[src/rtl/tdm_seq_pkg.sv]
`timescale 1ns/1ps
package tdm_seq_pkg;
  localparam int CH_W      = 3;
  localparam int CNT_W     = 4;
  localparam int N_STRB    = 4;
  localparam int BYTE_BITS = 8;
  localparam int BIT_W     = $clog2(BYTE_BITS);

  // one routing entry; field order sets the write-port bit layout
  typedef struct packed {
    logic [N_STRB-1:0] strb;
    logic              swap;
    logic              last;
    logic              unit_byte;
    logic [CNT_W-1:0]  cnt;
    logic [CH_W-1:0]   chan;
  } route_ent_t;

  localparam int ENT_W = $bits(route_ent_t);
endpackage

[src/rtl/tdm_rst_sync.sv]
`timescale 1ns/1ps
module tdm_rst_sync (
  input  logic clk,
  input  logic rst_n,
  output logic rst_n_s
);
  logic [1:0] sync_q;

  always_ff @(posedge clk or negedge rst_n) begin
    if (!rst_n) sync_q <= 2'b00;
    else        sync_q <= {sync_q[0], 1'b1};
  end

  assign rst_n_s = sync_q[1];
endmodule

[src/rtl/tdm_route_table.sv]
`timescale 1ns/1ps
module tdm_route_table
  import tdm_seq_pkg::*;
#(
  parameter int DEPTH = 16,
  localparam int AW = $clog2(DEPTH)
) (
  input  logic       clk,
  input  logic       rst_n,
  input  logic       wr_en,
  input  logic [AW-1:0] wr_addr,
  input  route_ent_t wr_ent,
  input  logic       commit,
  input  logic [AW-1:0] rd_addr,
  output route_ent_t rd_ent,
  output route_ent_t head_ent
);
  route_ent_t shd_q [DEPTH];
  route_ent_t act_q [DEPTH];

  for (genvar g = 0; g < DEPTH; g++) begin : g_ent
    route_ent_t shd_d, act_d;

    always_comb begin
      shd_d = shd_q[g];
      if (wr_en && wr_addr == AW'(g)) shd_d = wr_ent;
    end

    always_comb begin
      act_d = act_q[g];
      if (commit) act_d = shd_q[g];
    end

    always_ff @(posedge clk or negedge rst_n) begin
      if (!rst_n) begin
        shd_q[g] <= '0;
        act_q[g] <= '0;
      end else begin
        shd_q[g] <= shd_d;
        act_q[g] <= act_d;
      end
    end

    AST_ACT_FROZEN: assert property (@(posedge clk) disable iff (!rst_n)
      !commit |=> $stable(act_q[g]));
    AST_ACT_SNAPSHOT: assert property (@(posedge clk) disable iff (!rst_n)
      commit |=> act_q[g] == $past(shd_q[g]));
  end

  assign rd_ent   = act_q[rd_addr];
  assign head_ent = shd_q[0];
endmodule

[src/rtl/tdm_slot_seq.sv]
`timescale 1ns/1ps
module tdm_slot_seq
  import tdm_seq_pkg::*;
#(
  parameter int DEPTH = 16,
  localparam int AW = $clog2(DEPTH)
) (
  input  logic          clk,
  input  logic          rst_n,
  input  logic          bit_en,
  input  logic          fsync,
  input  route_ent_t    head_ent,
  input  route_ent_t    rd_ent,
  output logic [AW-1:0] rd_addr,
  output logic          run_q,
  output route_ent_t    cur_q,
  output logic          run_d,
  output route_ent_t    cur_d
);
  localparam logic [BIT_W-1:0] BIT_TOP = BIT_W'(BYTE_BITS - 1);
  localparam logic [AW-1:0]    IDX_TOP = AW'(DEPTH - 1);

  logic [AW-1:0]    idx_q, idx_d;
  logic [CNT_W-1:0] unit_q, unit_d;
  logic [BIT_W-1:0] bit_q, bit_d;

  assign rd_addr = idx_q + AW'(1);

  always_comb begin
    run_d  = run_q;
    idx_d  = idx_q;
    unit_d = unit_q;
    bit_d  = bit_q;
    cur_d  = cur_q;
    if (bit_en) begin
      if (fsync) begin
        run_d  = 1'b1;
        idx_d  = '0;
        cur_d  = head_ent;
        unit_d = head_ent.cnt;
        bit_d  = head_ent.unit_byte ? BIT_TOP : '0;
      end else if (run_q) begin
        if (bit_q != '0) begin
          bit_d = bit_q - BIT_W'(1);
        end else if (unit_q != '0) begin
          unit_d = unit_q - CNT_W'(1);
          bit_d  = cur_q.unit_byte ? BIT_TOP : '0;
        end else if (cur_q.last || idx_q == IDX_TOP) begin
          run_d = 1'b0;
        end else begin
          idx_d  = rd_addr;
          cur_d  = rd_ent;
          unit_d = rd_ent.cnt;
          bit_d  = rd_ent.unit_byte ? BIT_TOP : '0;
        end
      end
    end
  end

  always_ff @(posedge clk or negedge rst_n) begin
    if (!rst_n) begin
      run_q  <= 1'b0;
      idx_q  <= '0;
      unit_q <= '0;
      bit_q  <= '0;
      cur_q  <= '0;
    end else begin
      run_q  <= run_d;
      idx_q  <= idx_d;
      unit_q <= unit_d;
      bit_q  <= bit_d;
      cur_q  <= cur_d;
    end
  end

  AST_RESTART_AT_HEAD: assert property (@(posedge clk) disable iff (!rst_n)
    bit_en && fsync |=> run_q && idx_q == '0);
  AST_HOLD_BETWEEN_SLOTS: assert property (@(posedge clk) disable iff (!rst_n)
    !bit_en |=> $stable(idx_q) && $stable(run_q) && $stable(bit_q));
  AST_BIT_UNIT_NO_SUBCOUNT: assert property (@(posedge clk) disable iff (!rst_n)
    run_q && !cur_q.unit_byte |-> bit_q == '0);
  AST_STOP_AFTER_LAST: assert property (@(posedge clk) disable iff (!rst_n)
    bit_en && !fsync && run_q && bit_q == '0 && unit_q == '0 && cur_q.last |=> !run_q);
  AST_NO_SELF_START: assert property (@(posedge clk) disable iff (!rst_n)
    !run_q && !(bit_en && fsync) |=> !run_q);
endmodule

[src/rtl/tdm_route_seq.sv]
`timescale 1ns/1ps
module tdm_route_seq
  import tdm_seq_pkg::*;
#(
  parameter int N_CHAN = 7,
  parameter int DEPTH  = 16
) (
  input  logic              clk,
  input  logic              rst_n,
  input  logic              bit_en,
  input  logic              fsync,
  input  logic              wr_en,
  input  logic              wr_dir,
  input  logic [3:0]        wr_addr,
  input  logic [13:0]       wr_data,
  input  logic [3:0]        strb_dir,
  input  logic              rxd_pin_i,
  input  logic              txd_pin_i,
  output logic              txd_o,
  output logic              txd_oe,
  output logic              rxd_o,
  output logic              rxd_oe,
  output logic              ch_rx_bit,
  output logic [N_CHAN-1:0] ch_rx_stb,
  input  logic [N_CHAN-1:0] ch_tx_bit,
  output logic [N_CHAN-1:0] ch_tx_take,
  output logic [3:0]        strb_o
);
  localparam int AW     = $clog2(DEPTH);
  localparam int N_DIR  = 2;
  localparam int DIR_RX = 0;
  localparam int DIR_TX = 1;

  logic rst_n_s;
  tdm_rst_sync u_rst (.clk(clk), .rst_n(rst_n), .rst_n_s(rst_n_s));

  route_ent_t    cur   [N_DIR];
  route_ent_t    nxt   [N_DIR];
  route_ent_t    rd_e  [N_DIR];
  route_ent_t    head  [N_DIR];
  logic [AW-1:0] rd_a  [N_DIR];
  logic          run   [N_DIR];
  logic          run_n [N_DIR];

  for (genvar d = 0; d < N_DIR; d++) begin : g_dir
    tdm_route_table #(.DEPTH(DEPTH)) u_tbl (
      .clk(clk), .rst_n(rst_n_s),
      .wr_en(wr_en && (wr_dir == 1'(d))),
      .wr_addr(AW'(wr_addr)), .wr_ent(route_ent_t'(wr_data)),
      .commit(bit_en && fsync),
      .rd_addr(rd_a[d]), .rd_ent(rd_e[d]), .head_ent(head[d])
    );
    tdm_slot_seq #(.DEPTH(DEPTH)) u_seq (
      .clk(clk), .rst_n(rst_n_s), .bit_en(bit_en), .fsync(fsync),
      .head_ent(head[d]), .rd_ent(rd_e[d]), .rd_addr(rd_a[d]),
      .run_q(run[d]), .cur_q(cur[d]), .run_d(run_n[d]), .cur_d(nxt[d])
    );
  end

  // receive routing
  route_ent_t rxe, txe;
  logic       rx_ok, tx_ok, tx_bit;

  assign rxe   = cur[DIR_RX];
  assign txe   = cur[DIR_TX];
  assign rx_ok = run[DIR_RX] && rxe.chan != '0 && int'(rxe.chan) <= N_CHAN;
  assign tx_ok = run[DIR_TX] && txe.chan != '0 && int'(txe.chan) <= N_CHAN;

  assign ch_rx_bit = rx_ok ? (rxe.swap ? txd_pin_i : rxd_pin_i) : 1'b0;

  always_comb begin
    ch_rx_stb  = '0;
    ch_tx_take = '0;
    tx_bit     = 1'b0;
    for (int c = 0; c < N_CHAN; c++) begin
      if (rx_ok && rxe.chan == CH_W'(c + 1)) ch_rx_stb[c] = bit_en;
      if (tx_ok && txe.chan == CH_W'(c + 1)) begin
        ch_tx_take[c] = bit_en;
        tx_bit        = ch_tx_bit[c];
      end
    end
  end

  // transmit pin selection
  assign txd_oe = tx_ok && !txe.swap;
  assign rxd_oe = tx_ok && txe.swap;
  assign txd_o  = txd_oe & tx_bit;
  assign rxd_o  = rxd_oe & tx_bit;

  // strobes: registered from the next entry of the owning table
  logic [N_STRB-1:0] strb_q, strb_d;

  always_comb begin
    strb_d = strb_q;
    if (bit_en) begin
      for (int i = 0; i < N_STRB; i++) begin
        strb_d[i] = run_n[strb_dir[i]] && nxt[strb_dir[i]].strb[i];
      end
    end
  end

  always_ff @(posedge clk or negedge rst_n_s) begin
    if (!rst_n_s) strb_q <= '0;
    else          strb_q <= strb_d;
  end

  assign strb_o = strb_q;

  AST_PIN_ONE_DRIVER: assert property (@(posedge clk) disable iff (!rst_n_s)
    $onehot0({txd_oe, rxd_oe}));
  AST_QUIET_NO_CHAN: assert property (@(posedge clk) disable iff (!rst_n_s)
    (!run[DIR_TX] || txe.chan == '0) |-> !txd_oe && !rxd_oe && ch_tx_take == '0);
  AST_RX_ONE_CHAN: assert property (@(posedge clk) disable iff (!rst_n_s)
    $onehot0(ch_rx_stb));
  AST_STRB_STEADY: assert property (@(posedge clk) disable iff (!rst_n_s)
    !bit_en |=> $stable(strb_o));
  AST_STRB_IDLE: assert property (@(posedge clk) disable iff (!rst_n_s)
    !run[DIR_RX] && !run[DIR_TX] |-> strb_o == '0);
endmodule

[config.mk]
export PLATFORM = sky130hd
export DESIGN_NAME = tdm_route_seq
export DESIGN_NICKNAME = d
export VERILOG_FILES = /design/src/rtl/tdm_seq_pkg.sv /design/src/rtl/tdm_rst_sync.sv /design/src/rtl/tdm_route_table.sv /design/src/rtl/tdm_slot_seq.sv /design/src/rtl/tdm_route_seq.sv
export SDC_FILE = /design/constraint.sdc
export NUM_CORES = 2
export LEC_CHECK = 0
export CAP_MARGIN = 0
export CELL_PAD_IN_SITES_DETAIL_PLACEMENT = 0
export CELL_PAD_IN_SITES_GLOBAL_PLACEMENT = 1
export CORE_MARGIN = 1
export CORE_UTILIZATION = 45
export CTS_BUF_LIST = sky130_fd_sc_hd__clkbuf_16
export DETAILED_ROUTE_END_ITERATION = 8
export DONT_BUFFER_PORTS = 1
export GPL_TIMING_DRIVEN = 0
export HOLD_SLACK_MARGIN = 0.06
export MAX_ROUTING_LAYER = met4
export PLACE_DENSITY_LB_ADDON = 0.1
export SKIP_CTS_REPAIR_TIMING = 1
export SYNTH_ARGS = -nofsm -noshare
export SYNTH_HDL_FRONTEND = slang
export SYNTH_SLANG_ARGS = --single-unit
[constraint.sdc]
create_clock -name clk -period 40.1 [get_ports clk]
set_input_delay 4.01 -clock clk [delete_from_list [all_inputs] [get_ports clk]]
set_output_delay 4.01 -clock clk [all_outputs]
set_load 0.05 [all_outputs]
# After elaboration in Yosys (flattened, before gate mapping)
# Index checks and enable logic that the tools add are counted.
# totals
ff_bits	954
inputBits	37
word_cells	656
# op_classes
addsub	6
n_lt_le_gt_ge	6
eq_ne	41
mux	113
bitwise_logic	9
reduce_logical	75
# ops
operator	count
14-bit 2-to-1 mux	19
14-bit binary-select mux with 4-bit select	2
4-bit 2-to-1 mux	20
1-bit logical AND	57
3-bit 2-to-1 mux	16
1-bit 2-to-1 mux	47
4-bit == test (second input constant)	10
13-bit 2-to-1 mux	3
12-bit 2-to-1 mux	3
11-bit 2-to-1 mux	3
3-bit == test (second input constant)	8
4-bit by 3-bit == test with 1-bit output (second input constant)	4
3-bit by 2-bit == test with 1-bit output (second input constant)	4
2-bit != test (second input constant)	6
3-bit nonzero test	4
5-bit >= comparator (second input constant)	2
4-bit inverter with 5-bit output	2
5-bit AND reduction	2
4-bit by 1-bit adder with 4-bit output (second input constant)	2
4-bit by 2-bit == test with 1-bit output (second input constant)	2
2-bit >= comparator (second input constant)	4
4-bit by 2-bit != test with 1-bit output (second input constant)	2
1-bit inverter with 2-bit output	4
4-bit AND reduction	2
other kinds (13)	22

# Depth between registers and ports, before layout
# depth
word_depth	15
depth_mapped	10
depth_no_buf	8

# By module
# A second synthesis with hierarchy kept.
# hier_totals
hier_cells	2618
hier_area_um2	40276.1
# modules_own_cells
mod	instances	cells_each	area_each_um2
tdm_route_table	2	1111	18363.9
tdm_slot_seq	2	161	1517.7
tdm_route_seq	1	71	459.2
tdm_rst_sync	1	3	53.8

# Worst setup path before layout
# Ideal clock, no wire load.
# synth_timing
kind	input-to-output
start	in bit_en
end	out ch_rx_stb[0]
arrival_time_ns	6.031
path_slack_ns	30.059
stages	5
cell_sequence	clkbuf_1 > clkbuf_1 > clkbuf_1 > nand3_1 > nor3_1
# synth_via
elab_chain_cells	1
# synth_rtl
item	line	text
from (decl)	tdm_route_seq.sv:10	input logic bit_en,
1-bit 2-to-1 mux	tdm_route_seq.sv:76	if (rx_ok && rxe.chan == CH_W'(c + 1)) ch_rx_stb[c] = bit_en;
to (decl)	tdm_route_seq.sv:24	output logic [N_CHAN-1:0] ch_rx_stb,
# No other way between the ends.

# Worst setup path after layout
# Ends and elaborated chain as after synthesis.

==> key figures <==
Die
  – I/O pin count: 60
  – Die W: ~300 um
  – Core area: roughly 88000 sq um
  – Starting Density: a little under half
  – Die ar.: roughly 90000 sq um
  – Height of the die: 301 um
  – Site Rows: around 110

Logic synthesis
  – Post-Syn Nets: 3552
  – Area contributors post-synth: dfrtp_1 59%, nand2_1 13%, mux2_2 13%
  – Register bit total from synthesis: approximately 950
  – Synth top area share: 59.0%
  – Syn. warnings: 0
  – Mapped Area: 40200 sq um
  – Post-synth EDFFs: 0
  – Avg Cell Area, Syn: between 10 and 15 sq um
  – Dominant cell type by area after synthesis: dfrtp_1
  – Asr flop ratio synth: between 90% and 100%
  – Register area share after synthesis: about three fifths
  – Post-synthesis cell type count: 67
  – Synth Flop Type: dfrtp_1
  – Post-synthesis instance total: about 3500

STA
  – Final hold violation count: 0
  – Fin. max-slew vios: 1
  – Tmin final: about 12 ns
  – Fmax: around 86 MHz
  – PnR worst setup slack: 28.51 ns
  – Tightest Pin Transition: between 1 and 1.5 ns
  – Setup TNS: 0 ns
  – Final Cycle Share: between 20% and 30%
  – Setup Skew: between 0.02 and 0.03 ns
  – Final Setup Violations: 0
  – Relative max-transition margin: -0.395%
  – Final hold slack: 0.353 ns
  – RSZ-0062 raised after global routing: false

Global routing
  – Pin count of the biggest net entering global routing: roughly 70
  – Initial antenna violation count: 10
  – GR Layer Usage met2: 44.1%
  – GRT busiest layer: met2
  – Met3 Usage GRT: about 4%
  – Vias in the first global route: 27500
  – First-pass GRT wire length: around 180 mm
  – Total track usage: around 28%
  – GR Util met1: around 38%
  – Global route overflow: 0

Setup path
  – CP Launch Type: primary input
  – Critical Path AT: approximately 7.6 ns
  – CP endpoint kind: primary output
  – Req. time, crit path: 36.09 ns
  – Worst Path Max Fanout: 10
  – Crit Path Category: in2out

Power
  – Share of total power in combinational logic: a little under a fifth
  – Clock Power Share: between 30% and 40%
  – Worst vdd ir: 0.0416 mV
  – Sw Ratio: between 20% and 30%
  – PD cells: just under 60 nW/um^2
  – NetSw: roughly 0.79 mW
  – Reg power frac: 47.2%
  – Internal power: about 1.9 mW
  – Final Power: 2.69 mW
  – Pleak: about 22 nW

Place
  – Placed Instance Area: around 42000 sq um
  – Routability cong.: 0.906
  – Port bufs: 0
  – Placed Cells incl. Taps: roughly 4700
  – Post-Place Worst Slack: roughly 29 ns
  – Detailed-placement wirelength estimate: 85.6 mm

Routing
  – Drt pass-1 iters: 6
  – DRC: 0
  – Via-to-Cell Ratio: 5.51
  – DRT iter0 DRCs: 2149
  – DR WL/cell: ~25 um
  – Routed Antenna Nets: 0
  – Via count: ~27000
  – Total Wirelength: 120 mm

Final layout
  – Final nets: roughly 3700
  – Fraction of layout cells with a size suffix above 1: between 20% and 30%
  – Commonest non-fill, non-tap cell in the layout: nand2_1
  – Post-layout util: ~51%
  – Post-route insts no fill: a little under 5000
  – Final instance area: between 40000 and 50000 sq um
  – Fill count: between 7000 and 8000
  – Most frequent cells in the layout: 1397 x nand2_1, 945 x dfrtp_1, 459 x mux2_2, 158 x clkbuf_1, 103 x clkbuf_16
  – Area growth, synth to finish: 12.7%

Clocking
  – CTS root buffer: clkbuf_16
  – TritonCTS clock tree: done
  – Inserted Clock Buffers: between 100 and 150
  – CTS Buffer Depth: 3
  – Clock sink total: between 900 and 1000
  – Htree depth: 3
  – Worst-Skew Late Latency: a little under 0.7 ns
  – Clock slew at reported path FFs: ~0.06 ns

Job
  – Max_cap viols: 1

Status
  – Failing checks: max-capacitance violations, max-slew violations
  – Status: finished, violations left

Min path
  – Hold Path Class: reg2reg
[state kept, by name (all words and copies together) (netlist names), named ones only]
register	count
g_dir.u_seq.bit_q	6
strb_o	4
g_dir.u_seq.unit_q	8
g_dir.u_tbl.head_ent	28
g_dir.u_seq.idx_q	8
g_dir.u_tbl.act_q	448
u_rst.sync_q	2
g_dir.u_tbl.shd_q	420
g_dir.u_seq.cur_q	8
g_dir.u_seq.run_q	2
[metal layers]
metal  routed length [um]  up-vias
met3                 5900      172
met5                    0        -
met2                57400      667
met1                53300    14100
met4                 3240        0
li1                     -    11900
[synthesized netlist by cell type (3+ instances only)]
cell,n
buf_2,37
mux2i_1,31
inv_1,20
o32ai_1,4
or3_1,5
a221oi_1,4
ha_1,10
a31o_1,4
nand2b_1,12
mux4_2,92
nand3_1,12
a221o_1,5
nor2b_1,9
o31ai_1,4
a22oi_1,9
nand2_1,1397
clkbuf_1,158
or4_1,5
nand4_1,4
a21o_1,6
a31oi_1,9
o211ai_1,5
o21ai_1,6
mux4_1,24
a21oi_1,40
xor2_1,3
and3_1,5
dfrtp_1,946
o2bb2ai_1,4
nor2_1,53
nor3_1,26
nor3b_1,3
mux2_2,459
buf_1,16
a21boi_0,5
o21ai_0,20
buf_6,4
buf_4,11
[area by class of cell]
cell class                 count  area, sq um  area share (%)
tap                         1165         1460            3.22
antenna                        1         2.50         0.00553
inverter                      21         78.8           0.174
buffer                       228         1010            2.22
clock buffer                 103         2580            5.70
sequential                   946        23700            52.3
timing repair buffer          14          378           0.835
multi-input combinational   2310        15400            34.1
clock inverter                84          649            1.44
[power by group through the flow]
stage	combinational, mW	clock, mW	sequential, mW
global route	0.545	0.976	1.29
CTS	0.504	0.937	1.27
global placement	0.466	0	1.30
floorplan	0.348	0	1.25
detailed placement	0.502	0	1.28
finish	0.500	0.920	1.27
[worst paths after layout]
kind | startpoint | to | slack (ns) | cells past startpoint
min in group asynchronous | u_rst.sync_q[1]$_DFF_PN0_ | g_dir[1].u_tbl.shd_q[36]$_DFFE_PN0P_ | 0.47 | 0
max | bit_en | ch_rx_stb[0] | 28.51 | 5
min | u_rst.sync_q[0]$_DFF_PN0_ | u_rst.sync_q[1]$_DFF_PN0_ | 0.35 | 0
max in group asynchronous | rst_n | u_rst.sync_q[1]$_DFF_PN0_ | 36.99 | 0
min reg2reg | u_rst.sync_q[0]$_DFF_PN0_ | u_rst.sync_q[1]$_DFF_PN0_ | 0.35 | 0
max reg2reg | g_dir[1].u_seq.idx_q[1]$_DFFE_PN0P_ | register | 36.18 | 10
[logic make-up after synthesis]
family | Yosys count | synth area share, %
DFF | 946 | 59.0
buffers and inverters | 249 | 2.70
AOI/OAI and AO/OA | 144 | 2.39
adders and majority gates | 10 | 0.312
and+or+nand+nor | 1542 | 15.0
xor gates and xnor gates | 7 | 0.293
other | 1 | 0.00934
muxes | 606 | 20.4
[critical path, stage by stage]
cell and delay [ns]:
clkbuf_1 0.52, clkbuf_1 0.58, clkbuf_1 0.78, nand3_1 0.47
nor3_1 1.21
Power figures use the tool's default switching activity.
